File: config.mk
export PLATFORM = sky130hd
export DESIGN_NAME = irq_ack_seq
export DESIGN_NICKNAME = d
export VERILOG_FILES = /design/src/rtl/irq_ack_pkg.sv /design/src/rtl/irq_sync.sv /design/src/rtl/irq_req_capture.sv /design/src/rtl/irq_bus_fsm.sv /design/src/rtl/irq_vec_reg.sv /design/src/rtl/irq_ack_seq.sv
export SDC_FILE = /design/constraint.sdc
export NUM_CORES = 1
export LEC_CHECK = 0
export ABC_CLOCK_PERIOD_IN_PS = 1800
export BUFFER_PORTS_ARGS = -buffer_cell sky130_fd_sc_hd__buf_2
export CAP_MARGIN = 40
export CORE_MARGIN = 2
export CORE_UTILIZATION = 47
export CTS_CLUSTER_SIZE = 25
export DETAILED_ROUTE_END_ITERATION = 10
export PLACE_DENSITY_LB_ADDON = 0.2
export SETUP_SLACK_MARGIN = 0.1
export SLEW_MARGIN = 15
export SYNTH_ARGS = -nofsm -noshare
export SYNTH_HDL_FRONTEND = slang
export SYNTH_HIERARCHICAL = 1
export SYNTH_SLANG_ARGS = --single-unit
export TNS_END_PERCENT = 10
File: constraint.sdc
create_clock -name clk -period 1.8 [get_ports clk]
set_clock_uncertainty 0.15 [all_clocks]
set_input_delay 0.09 -clock clk [delete_from_list [all_inputs] [get_ports clk]]
set_output_delay 0.09 -clock clk [all_outputs]
set_load 0.01 [all_outputs]
File: src/rtl/irq_ack_pkg.sv
// Shared types for the interrupt acknowledge sequencer.
package irq_ack_pkg;
    // Bus state of one acknowledge cycle; BUS_IDLE means no cycle running.
    typedef enum logic [2:0] {
        BUS_IDLE = 3'd0,
        BUS_T1   = 3'd1,
        BUS_T2   = 3'd2,
        BUS_T3   = 3'd3,
        BUS_T4   = 3'd4
    } bus_state_e;
endpackage

File: src/rtl/irq_sync.sv
// irq_sync: synchronizes an asynchronous level into clk.
// Assumes: STAGES = 0 means the input is already synchronous.
module irq_sync #(
    parameter int STAGES = 2
) (
    input  logic clk,
    input  logic rst_n,
    input  logic d,
    output logic q
);
    generate
        if (STAGES == 0) begin : g_pass
            assign q = d;
        end else begin : g_chain
            logic [STAGES-1:0] chain_q;
            // Shift the input through the flop chain.
            always_ff @(posedge clk) begin
                if (!rst_n) chain_q <= '0;
                else        chain_q <= {chain_q[STAGES-2 >= 0 ? STAGES-2 : 0 : 0], d} ;
            end
            assign q = chain_q[STAGES-1];
        end
    endgenerate
endmodule

File: src/rtl/irq_req_capture.sv
// irq_req_capture: turns raw request pins into pending requests.
// The non-maskable input is edge-detected and held until it is served.
// The maskable input is a level qualified by the enable flag.
// Assumes: take_nmi is asserted for one clock when the non-maskable
// request is served.
module irq_req_capture #(
    parameter int SYNC_STAGES = 2
) (
    input  logic clk,
    input  logic rst_n,
    input  logic nmi_in,
    input  logic intr_in,
    input  logic ie_flag,
    input  logic take_nmi,
    output logic nmi_req,
    output logic intr_req
);
    logic nmi_s;
    logic intr_s;
    logic nmi_prev_q;
    logic nmi_pend_q;
    logic nmi_rise;

    irq_sync #(.STAGES(SYNC_STAGES)) u_sync_nmi (
        .clk(clk), .rst_n(rst_n), .d(nmi_in), .q(nmi_s)
    );
    irq_sync #(.STAGES(SYNC_STAGES)) u_sync_intr (
        .clk(clk), .rst_n(rst_n), .d(intr_in), .q(intr_s)
    );

    assign nmi_rise = nmi_s & ~nmi_prev_q;
    assign nmi_req  = nmi_pend_q | nmi_rise;
    assign intr_req = intr_s & ie_flag;

    // Keep the previous level for edge detection.
    always_ff @(posedge clk) begin
        if (!rst_n) nmi_prev_q <= 1'b0;
        else        nmi_prev_q <= nmi_s;
    end

    // Hold a detected edge until the sequencer serves it.
    always_ff @(posedge clk) begin
        if (!rst_n) nmi_pend_q <= 1'b0;
        else        nmi_pend_q <= nmi_req & ~take_nmi;
    end
endmodule

File: src/rtl/irq_bus_fsm.sv
// irq_bus_fsm: arbitrates pending requests and steps the T-states
// of the acknowledge cycles.
// Non-maskable requests win and are answered without a bus cycle.
// In double mode, two cycles run back to back under lock.
// Assumes: requests are synchronous to clk; no wait states are inserted.
module irq_bus_fsm
    import irq_ack_pkg::*;
(
    input  logic clk,
    input  logic rst_n,
    input  logic nmi_req,
    input  logic intr_req,
    input  logic dual_mode,
    output logic take_nmi,
    output logic capture_en,
    output logic ack_n,
    output logic lock_n,
    output logic addr_float
);
    bus_state_e state_q;
    bus_state_e state_d;
    logic       dual_q;
    logic       second_q;
    logic       idle;
    logic       start_ack;

    assign idle      = (state_q == BUS_IDLE);
    assign take_nmi  = idle & nmi_req;
    assign start_ack = idle & ~nmi_req & intr_req;

    // Next-state selection for the T-state walk.
    always_comb begin
        state_d = state_q;
        unique case (state_q)
            BUS_IDLE: if (start_ack) state_d = BUS_T1;
            BUS_T1:   state_d = BUS_T2;
            BUS_T2:   state_d = BUS_T3;
            BUS_T3:   state_d = BUS_T4;
            BUS_T4:   state_d = (dual_q && !second_q) ? BUS_T1 : BUS_IDLE;
            default:  state_d = BUS_IDLE;
        endcase
    end

    // State register.
    always_ff @(posedge clk) begin
        if (!rst_n) state_q <= BUS_IDLE;
        else        state_q <= state_d;
    end

    // Latch the mode at sequence start and track which cycle is running.
    always_ff @(posedge clk) begin
        if (!rst_n) begin
            dual_q   <= 1'b0;
            second_q <= 1'b0;
        end else if (start_ack) begin
            dual_q   <= dual_mode;
            second_q <= 1'b0;
        end else if (state_q == BUS_T4) begin
            second_q <= dual_q & ~second_q;
        end
    end

    assign capture_en = (state_q == BUS_T3) & (second_q | ~dual_q);
    assign ack_n      = ~((state_q == BUS_T2) | (state_q == BUS_T3));
    assign lock_n     = ~(dual_q & ~idle);
    assign addr_float = ~idle;
endmodule

File: src/rtl/irq_vec_reg.sv
// irq_vec_reg: holds the vector type returned to the core and pulses
// its valid strobe for one clock.
// Assumes: take_nmi and capture_en are never high together.
module irq_vec_reg #(
    parameter int TYPE_W  = 8,
    parameter int NMI_VEC = 2
) (
    input  logic              clk,
    input  logic              rst_n,
    input  logic              take_nmi,
    input  logic              capture_en,
    input  logic [TYPE_W-1:0] data_in,
    output logic [TYPE_W-1:0] vec_type,
    output logic              vec_valid
);
    localparam logic [TYPE_W-1:0] NmiCode = TYPE_W'(NMI_VEC);

    // Load the fixed or bus-supplied type and pulse valid.
    always_ff @(posedge clk) begin
        if (!rst_n) begin
            vec_type  <= '0;
            vec_valid <= 1'b0;
        end else begin
            vec_valid <= take_nmi | capture_en;
            if (take_nmi)        vec_type <= NmiCode;
            else if (capture_en) vec_type <= data_in;
        end
    end
endmodule

File: src/rtl/irq_ack_seq.sv
// irq_ack_seq: top of the interrupt acknowledge sequencer.
// It joins request capture, the bus state walker and the vector register.
// Assumes: the external bus is free whenever this block leaves idle.
module irq_ack_seq #(
    parameter int TYPE_W      = 8,
    parameter int NMI_VEC     = 2,
    parameter int SYNC_STAGES = 2
) (
    input  logic              clk,
    input  logic              rst_n,
    input  logic              nmi_in,
    input  logic              intr_in,
    input  logic              ie_flag,
    input  logic              dual_mode,
    input  logic [TYPE_W-1:0] data_in,
    output logic              ack_n,
    output logic              lock_n,
    output logic              addr_float,
    output logic [TYPE_W-1:0] vec_type,
    output logic              vec_valid
);
    logic nmi_req;
    logic intr_req;
    logic take_nmi;
    logic capture_en;

    irq_req_capture #(.SYNC_STAGES(SYNC_STAGES)) u_capture (
        .clk(clk), .rst_n(rst_n), .nmi_in(nmi_in), .intr_in(intr_in),
        .ie_flag(ie_flag), .take_nmi(take_nmi),
        .nmi_req(nmi_req), .intr_req(intr_req)
    );

    irq_bus_fsm u_fsm (
        .clk(clk), .rst_n(rst_n), .nmi_req(nmi_req), .intr_req(intr_req),
        .dual_mode(dual_mode), .take_nmi(take_nmi), .capture_en(capture_en),
        .ack_n(ack_n), .lock_n(lock_n), .addr_float(addr_float)
    );

    irq_vec_reg #(.TYPE_W(TYPE_W), .NMI_VEC(NMI_VEC)) u_vec (
        .clk(clk), .rst_n(rst_n), .take_nmi(take_nmi),
        .capture_en(capture_en), .data_in(data_in),
        .vec_type(vec_type), .vec_valid(vec_valid)
    );
endmodule

======== Word-level counts from Yosys, hierarchy flattened ========
Index checks and enable logic that the tools add are counted.
storage, ports and cells
  register bits ........................... 20
  bits in latches ......................... 0
  bits in writable memories ............... 0
  ROM bits ................................ 0
  input port bits ......................... 14
  output and inout port bits .............. 12
  logic and storage cells ................. 48
  memories kept ........................... 0
operators by class
  $add $sub $neg .......................... 0
  multipliers ............................. 0
  div/mod/pow operators ................... 0
  order comparisons ....................... 0
  eq/ne operators ......................... 5
  shift operators ......................... 0
  mux-type cells .......................... 5
  bitwise logic cells ..................... 22
  reductions and logical operators ........ 6
operator list
  operator                                       count
  one-hot mux 3 bit (5 select lines)             1
  AND 1 bit                                      9
  NOT 1 bit                                      9
  == test 3 x 2 -> 1 bit, second input constant  2
  2-to-1 mux 2 bit                               2
  OR 1 bit                                       4
  OR reduction 2 bit                             2
  == test 3 x 1 -> 1 bit, second input constant  1
  == test 3 bit, second input constant           1
  zero test 3 bit                                1
  2-to-1 mux 3 bit                               1
  != test 2 bit, second input constant           1
  nonzero test 2 bit                             1
  logical AND 1 bit                              1
  zero test 1 bit                                1
  2-to-1 mux 1 bit                               1

======== Depth between registers and ports, before layout ========
Gate-level depths: netlist of the first run.
  word-level depth ........................ 8
  gate-level depth with buffers ........... 6
  mapped depth without buffers ............ 6

======== Cells and area by module ========
The synthesis of the first run kept the hierarchy.
by module, submodules not included
  module           instances  cells an instance  area an instance (µm²)  seq. area each (µm²)
  irq_vec_reg      1          28                 324.1                   180.2
  irq_bus_fsm      1          28                 251.5                   100.1
  irq_sync         2          4                  52.6                    40.0
  irq_req_capture  1          8                  87.6                    40.0

======== Worst setup path before layout of the first run ========
Ideal clock, no wire load.
  kind .................................... flip-flop to flip-flop
  start point ............................. register u_fsm.state_q[2]
  end point ............................... register u_vec.vec_type[1]
  library setup time ...................... 115 ps
  arrival time ............................ 1388 ps
  data required time ...................... 1535 ps
  path slack .............................. 147 ps
  stages on the path, launching flop included .. 6
  path buffers ............................ 1
  period minus slack after synthesis ...... 1653 ps
  path through ............................ dfxtp_1 nand2b_1 nor3b_1 buf_6 mux2_4 o21a_1
on the way
  word-level cells in the longest chain between the ends .. 3
  elaborated cells on any way between the ends .. 6
  those cells by class .................... 1 x eq/ne; 1 x mux; 2 x bitwise; 2 x reduce/logical
ends and longest elaborated chain
  item                                 RTL line           source
  start: declaration                   irq_bus_fsm.sv:20  bus_state_e state_q;
  start signal: assignment             irq_bus_fsm.sv:47  else state_q <= state_d;
  == test 3 x 2 -> 1 bit               irq_bus_fsm.sv:63  assign capture_en = (state_q == BUS_T3) & (second_q | ~dual_q);
  AND 1 bit                            irq_bus_fsm.sv:63
  named net capture_en                 irq_ack_seq.sv:25  logic capture_en;
  nonzero test 2 bit (no source line)  --
  end signal: assignment               irq_vec_reg.sv:25  if (take_nmi) vec_type <= NmiCode;
  end signal: assignment               irq_vec_reg.sv:26  else if (capture_en) vec_type <= data_in;
  end: declaration                     irq_vec_reg.sv:13  output logic [TYPE_W-1:0] vec_type,
The timed path passes the listed nets, and every way through them passes these cells.
A chain may end at the register's enable or synchronous reset.

======== Worst setup path after layout of the first run ========
Same ends and word-level chain as after synthesis.

==> metrics.md, run 1 <==
| Metric | Value |
|---|---|
| Leak | 0.498 nW |
| Worst endpoint required time | 1.86 ns |
| CTS Sinks | 20 |
| Crit. End Element | flip-flop |
| Synth warn | 6 |
| Slowest stage delay, CP | 0.37 ns |
| Share of the synthesized area in the top cell type | 52.1% |
| Dpl cells | 113 |
| Startpoint Class | flip-flop |
| VDD IR max | 0.000516 V |
| Synth area leader | dfxtp_1 |
| Die area | 0.00197 mm2 |
| Crit path max fanout | 8 |
| Crit-path slowest cell | dfxtp_1 |
| Vias per inst | 4.84 |
| Tcrit/Tclk final | 89.8% |
| PwrDens | 699 mW/mm2 |
| Worst reg-to-reg path cell count | 5 |
| CP Launch Point | u_fsm/state_q[2] |
| Dpl ws | 0.138 ns |
| Max-Cap Viols | 0 |
| Syn Nets | 86 |
| Final WS setup | 0.184 ns |
| Reg-to-Reg End | u_vec/vec_type[1] |
| Flop-to-flop setup slack | 0.18 ns |
| Proportion of layout cells with a drive suffix above 1 | 38.1% |
| Final ANT Viol Nets | 0 |
| Dpl hpwl | 969 um |
| Layout fillers | 112 |
| Synth Area per Inst | 10.7 um2 |
| Max clock buf depth | 2 |
| Root Buffer | clkbuf_4 |
| IO buf count | 25 |
| Num ports | 26 |
| Synth Cell Area | 768 um2 |
| Initial antenna violation count | 0 |
| Setup violators final | 0 |
| Slew @ Worst Pin | 0.222 ns |
| Initial DRC Count | 9 |
| Total wire length | 1710 um |
| Final Hold Vio Count | 0 |
| Initial core utilization | 50.4% |
| Setup TNS | 0 ns |
| Area contributors post-synth | dfxtp_1, mux2i_1, nor2_1, and2_1, nand2b_1 |
| Die height | 44.4 um |
| Fin cells | 134 |
| GRT overflow | 0 |
| Final Wtd Congestion | 0.812 |
| Sequential fraction of the synthesis area | 52.1% |
| Layout area overhead | 44.1% |
| Distinct cells, synth | 24 |
| Vias in the first global route | 665 |
| Reg-to-reg startpoint | u_fsm/state_q[2] |
| Largest net degree at the start of global routing | 14 |
| Critical Path End | u_vec/vec_type[1] |
| First-pass GRT wire length | 2660 um |
| Reg clk slew, reported paths | 0.11 ns |
| Clock Latency Late Sink | 0.29 ns |
| Power Total | 0.774 mW |
| RSZ-0062 raised after global routing | yes |
| Cell Chain, Critical Path | nand2b_1 -> nor3b_2 -> buf_4 -> mux2_4 -> o21a_1 |
| Global-route usage over all layers | 18.8% |
| Wire per inst | 12.7 um |
| Status | completed |
| CORE AREA | 0.00152 mm2 |
| TritonCTS clock tree | done |
| DR DRC count | 0 |
| ANT cells | 0 |
| Synthesized flop and latch total | 20 |
| CP arrival | 1.67 ns |
| Die width | 44.4 um |
| Max transition margin | 85.2% |
| Mapped Cells | 72 |
| H-tree lvl count | 1 |
| FMAX | 0.619 GHz |
| Critical path class | flip-flop to flip-flop |
| Fin nets | 134 |
| Via count | 649 |
| Num CTS Buffers | 3 |
| Hold Path Class | input pin to flip-flop |
| Cell Rows | 14 |
| Drt first pass iters | 5 |
| Final Critical Period | 1.62 ns |
| Worst hold path depth | 4 |
| Max Slew Vio Count | 0 |
[timing repair]
item / 4_1_cts / 5_1_grt
setup endpoints to repair: 0 / 9
resized for setup: 0 / 4
hold buffers: 12 / 0
setup buffers: 0 / 6
hold endpoints to repair: 14 / 0
[metrics by stage]
| step | hold WS, ns | cell area (um2) | util [%] |
|---|---|---|---|
| final | 0.123 | 1110 | 72.7 |
| after detailed placement | 0.145 | 906 | 59.4 |
| after global placement | 0.140 | 906 | 59.4 |
| after floorplan | 0.0575 | 768 | - |
| after global routing | 0.129 | 1110 | 72.7 |
| after CTS | 0.110 | 1050 | 68.8 |
[flip-flops by register name, indices dropped and copies added, names as in the netlist, 2 cells and up]
signal and flops:
u_vec/vec_type 8, u_capture/u_sync_intr/g_chain.chain_q 2, u_fsm/state_q 3, u_capture/u_sync_nmi/g_chain.chain_q 2
[where the power goes]
group	internal, mW	switching (mW)	total, mW
logic	0.0582	0.0423	0.100
registers	0.456	0.00792	0.464
clock network	0.0779	0.132	0.210
total	0.592	0.182	0.774
[metal layers]
layer	track usage, %	share of wire (%)	vias to the layer above	wire, um
li1	-	-	334	-
met1	20.9	41	301	698
met2	32.4	55	12	944
met3	3.27	3.0	2	51
met4	13.3	0.59	0	10
met5	0	0	-	0
[cell usage in the layout (no fill, tap or decap), types with 3 or more instances in the layout]
cell type,synthesis,layout
buf_4,0,8
and2_1,5,5
buf_2,0,25
inv_1,4,4
nor2_1,9,9
clkbuf_4,0,3
dlygate4sd3_1,0,12
mux2i_1,7,7
nand2b_1,5,4
dfxtp_1,20,19
[kinds of logic (layout without fill, tap and decap cells)]
group / after synthesis / after routing / synth area share, %
and+or+nand+nor: 28 / 28 / 20.2
DFF: 20 / 20 / 52.1
xor gates and xnor gates: 1 / 1 / 1.14
buffers and inverters: 6 / 52 / 4.89
AOI/OAI and AO/OA: 9 / 9 / 10.6
muxes: 8 / 8 / 11.1
[Yosys cell counts (all sizes together)]
cell,n
a311oi,1
a31oi,1
and2,6
buf,2
dfxtp,20
inv,4
mux2,1
mux2i,7
nand2,2
nand2b,5
nor2,9
nor2b,1
nor3,2
nor3b,1
o2111a,1
o211a,1
o211ai,1
o21a,2
o21ai,1
o31ai,1
or2,1
or3,1
xnor2,1
[critical path, delay by kind of cell (launching register included)]
kind                   cells  cell delay, ns
AO/OA/AOI/OAI              1            0.16
buffers and inverters      1            0.18
flip-flops                 1            0.37
multiplexers               1            0.30
AND/OR/NAND/NOR            2            0.37
[worst min-delay path by stage]
stage	startpoint	end	slack (ns)
5_1_grt	ie_flag	u_fsm/dual_q	0.13
2_1_floorplan	rst_n	u_vec/vec_type[1]	0.06
4_1_cts	ie_flag	u_fsm/dual_q	0.11
3_3_place_gp	intr_in	u_capture/u_sync_intr/g_chain.chain_q[0]	0.14
6_report	ie_flag	u_fsm/dual_q	0.12
3_5_place_dp	intr_in	u_capture/u_sync_intr/g_chain.chain_q[0]	0.15
[area by class of cell]
| type | instances | area (um2) | area share (%) |
|---|---|---|---|
| flip-flops and latches | 20 | 402 | 36.3 |
| multi-input cells | 46 | 343 | 31.0 |
| repair buffers | 45 | 305 | 27.6 |
| clock buffers | 3 | 22.5 | 2.03 |
| well taps | 16 | 20.0 | 1.81 |
| inverters | 4 | 15.0 | 1.36 |
(Power assumes the default switching activity.)
==> run 2, diff against run 1 <==
--- a/config.mk
+++ b/config.mk
@@ -6,12 +6,12 @@
 export NUM_CORES = 1
 export LEC_CHECK = 0
 export ABC_CLOCK_PERIOD_IN_PS = 1800
-export BUFFER_PORTS_ARGS = -buffer_cell sky130_fd_sc_hd__buf_2
-export CAP_MARGIN = 40
+export CAP_MARGIN = 25
 export CORE_MARGIN = 2
-export CORE_UTILIZATION = 47
+export CORE_UTILIZATION = 57
 export CTS_CLUSTER_SIZE = 25
 export DETAILED_ROUTE_END_ITERATION = 10
+export DONT_BUFFER_PORTS = 1
 export PLACE_DENSITY_LB_ADDON = 0.2
 export SETUP_SLACK_MARGIN = 0.1
 export SLEW_MARGIN = 15
==> run 2 against run 1 <==
Sequential cell count stayed put. Hold slack lost 0.10 ns. Critical endpoint is now lock_n. Core utilization up 3.6 points.
==> metrics.md, run 2 (synthesis gave the netlist of run 1 again) <==
| Metric | Value |
|---|---|
| CORE AREA | 0.00128 mm2 (was 0.00152 mm2) |
| Max clock buf depth | 2 (unchanged) |
| FMAX | 0.618 GHz (was 0.619 GHz) |
| Die height | 40.7 um (was 44.4 um) |
| Flop-to-flop setup slack | 0.23 ns (was 0.18 ns) |
| Setup TNS | 0 ns (unchanged) |
| Hold path start | ie_flag (unchanged) |
| Clock Latency Late Sink | 0.29 ns (about the same) |
| Tcrit/Tclk final | 89.8% (about the same) |
| First-pass GRT wire length | 2040 um (was 2660 um) |
| Setup violators final | 0 (unchanged) |
| Worst endpoint required time | 1.56 ns (was 1.86 ns) |
| Critical path class | flip-flop to output pin (was flip-flop to flip-flop) |
| H-tree lvl count | 1 (unchanged) |
| Dpl ws | 0.124 ns (was 0.138 ns) |
| CTS Sinks | 20 (unchanged) |
| Dpl hpwl | 843 um (was 969 um) |
| Num CTS Buffers | 3 (unchanged) |
| DR DRC count | 0 (unchanged) |
| Die area | 0.00166 mm2 (was 0.00197 mm2) |
| ANT cells | 0 (unchanged) |
| Final Wtd Congestion | 0.672 (was 0.812) |
| Fin cells | 106 (was 134) |
| Clk pwr share | 39.6% (was 27.1%) |
| Worst hold path depth | 3 (was 4) |
| Final Hold Vio Count | 0 (unchanged) |
| Final WS setup | 0.183 ns (was 0.184 ns) |
| Combinational Power Share | 8.9% (was 13.0%) |
| Psw | 0.181 mW (was 0.182 mW) |
| Cell Chain, Critical Path | or3_1 -> buf_4 -> nand2_1 (was nand2b_1 -> nor3b_2 -> buf_4 -> mux2_4 -> o21a_1) |
| Largest net degree at the start of global routing | 14 (unchanged) |
| Wire per inst | 13.7 um (was 12.7 um) |
| Proportion of layout cells with a drive suffix above 1 | 16.5% (was 38.1%) |
| Fin nets | 106 (was 134) |
| Most flops, register | u_vec/vec_type (unchanged) |
| Die width | 40.7 um (was 44.4 um) |
| Top flop regs | u_vec/vec_type (8), u_fsm/state_q (3) (unchanged) |
| Initial DRC Count | 8 (was 9) |
| TritonCTS clock tree | done (unchanged) |
| Worst reg-to-reg path cell count | 4 (was 5) |
| Initial antenna violation count | 0 (unchanged) |
| Crit. End Element | output pin (was flip-flop) |
| PwrDens | 924 mW/mm2 (was 699 mW/mm2) |
| Total wire length | 1450 um (was 1710 um) |
| Drt first pass iters | 4 (was 5) |
| Final Critical Period | 1.62 ns (about the same) |
| VDD IR max | 0.000771 V (was 0.000516 V) |
| Part of the power in registers | 51.4% (was 59.9%) |
| Vias per inst | 5.32 (was 4.84) |
| Reg-to-Reg End | u_vec/vec_type[1] (unchanged) |
| Max Slew Vio Count | 0 (unchanged) |
| Crit-path slowest cell | or3_1 (was dfxtp_1) |
| GRT overflow | 0 (unchanged) |
| Via count | 564 (was 649) |
| CP arrival | 1.38 ns (was 1.67 ns) |
| Hold Path Class | input pin to flip-flop (unchanged) |
| Power Total | 0.906 mW (was 0.774 mW) |
| IO buf count | 0 (was 25) |
| Vias in the first global route | 468 (was 665) |
| Commonest non-fill, non-tap cell in the layout | dfxtp_1 (was buf_2) |
| Root Buffer | clkbuf_4 (unchanged) |
| Final ANT Viol Nets | 0 (unchanged) |
| Post-CTS Setup Bufs | 0 (unchanged) |
| Global-route usage over all layers | 18.9% (was 18.8%) |
| Cell Rows | 13 (was 14) |
| Reg-to-reg startpoint | u_fsm/state_q[1] (was u_fsm/state_q[2]) |
| Dpl cells | 90 (was 113) |
| Reg clk slew, reported paths | 0.12 ns (was 0.11 ns) |
| Status | completed (unchanged) |
| Min-Delay Endpoint | u_fsm/dual_q (unchanged) |
| Max transition margin | 70.2% (was 85.2%) |
| Slew @ Worst Pin | 0.446 ns (was 0.222 ns) |
| Max-Cap Viols | 0 (unchanged) |
| P_int | 0.725 mW (was 0.592 mW) |
| Slowest stage delay, CP | 0.40 ns (was 0.37 ns) |
| Layout area overhead | 27.5% (was 44.1%) |
| Switching portion of total power | 19.9% (was 23.6%) |
| Most frequent cells in the layout | dfxtp_1, dlygate4sd3_1, nor2_1 (was buf_2, dfxtp_1, dlygate4sd3_1) |
| Initial core utilization | 59.8% (was 50.4%) |
| Crit path max fanout | 6 (was 8) |
| Largest register FFs | 8 (unchanged) |
| RSZ-0062 raised after global routing | no (was yes) |
| Leak | 0.385 nW (was 0.498 nW) |
| Num ports | 26 (unchanged) |
| Startpoint Class | flip-flop (unchanged) |
run 2: worst max path at each step:
stage | cells after the start | from | end | slack (ns)
3_5_place_dp | 4 | u_fsm/state_q[1] | u_vec/vec_type[1] | 0.12
6_report | 3 | u_fsm/state_q[1] | lock_n | 0.18
5_1_grt | 5 | u_fsm/state_q[1] | u_vec/vec_type[6] | 0.11
3_3_place_gp | 4 | u_fsm/state_q[1] | u_vec/vec_type[1] | 0.19
2_1_floorplan | 5 | u_fsm/state_q[2] | u_vec/vec_type[1] | 0.15
4_1_cts | 5 | u_fsm/state_q[1] | u_vec/vec_type[5] | 0.11
run 2: cell type report:
type                    count  area, um2
inverters                   4       15.0
multi-input cells          46        335
flip-flops and latches     20        400
repair buffers             17        158
clock buffers               3       22.5
clock inverters             1       30.0
well taps                  15       18.8
fillers                    95        305
run 2: power groups by stage:
stage                     Sequential (mW)  Clock, mW  Combinational (mW)
after floorplan                     0.473          0              0.0445
after global placement              0.475          0              0.0536
after detailed placement            0.475          0              0.0546
after CTS                           0.466      0.368              0.0790
after global routing                0.467      0.372              0.0887
final                               0.466      0.359              0.0810
run 2: critical path: cells and delay by family, from the launching register on:
kind | cells | cell delay, ns
simple gates | 2 | 0.53
flops | 1 | 0.38
buf+inv | 1 | 0.18
run 2: what timing repair did:
item,in CTS,in global routing
resized for setup,0,1
endpoints found under the hold margin,20,0
hold buffers,12,0
endpoints found under the setup margin,0,8
run 2: routing by layer:
| layer | up-vias | routed length, um | track usage, % |
|---|---|---|---|
| met5 | - | 0 | 0 |
| met2 | 18 | 720 | 29.4 |
| met4 | 0 | 12 | 5.00 |
| met1 | 263 | 637 | 26.4 |
| met3 | 2 | 77 | 4.35 |
| li1 | 281 | - | - |
run 2: through the flow:
step	utilization [%]	hold slack, ns	cell area (um2)
after floorplan	-	0.0575	768
after global placement	62.4	0.0614	802
after global routing	76.2	0.0426	980
after detailed placement	62.4	0.0625	802
after CTS	75.9	0.00403	975
final	76.2	0.0197	980
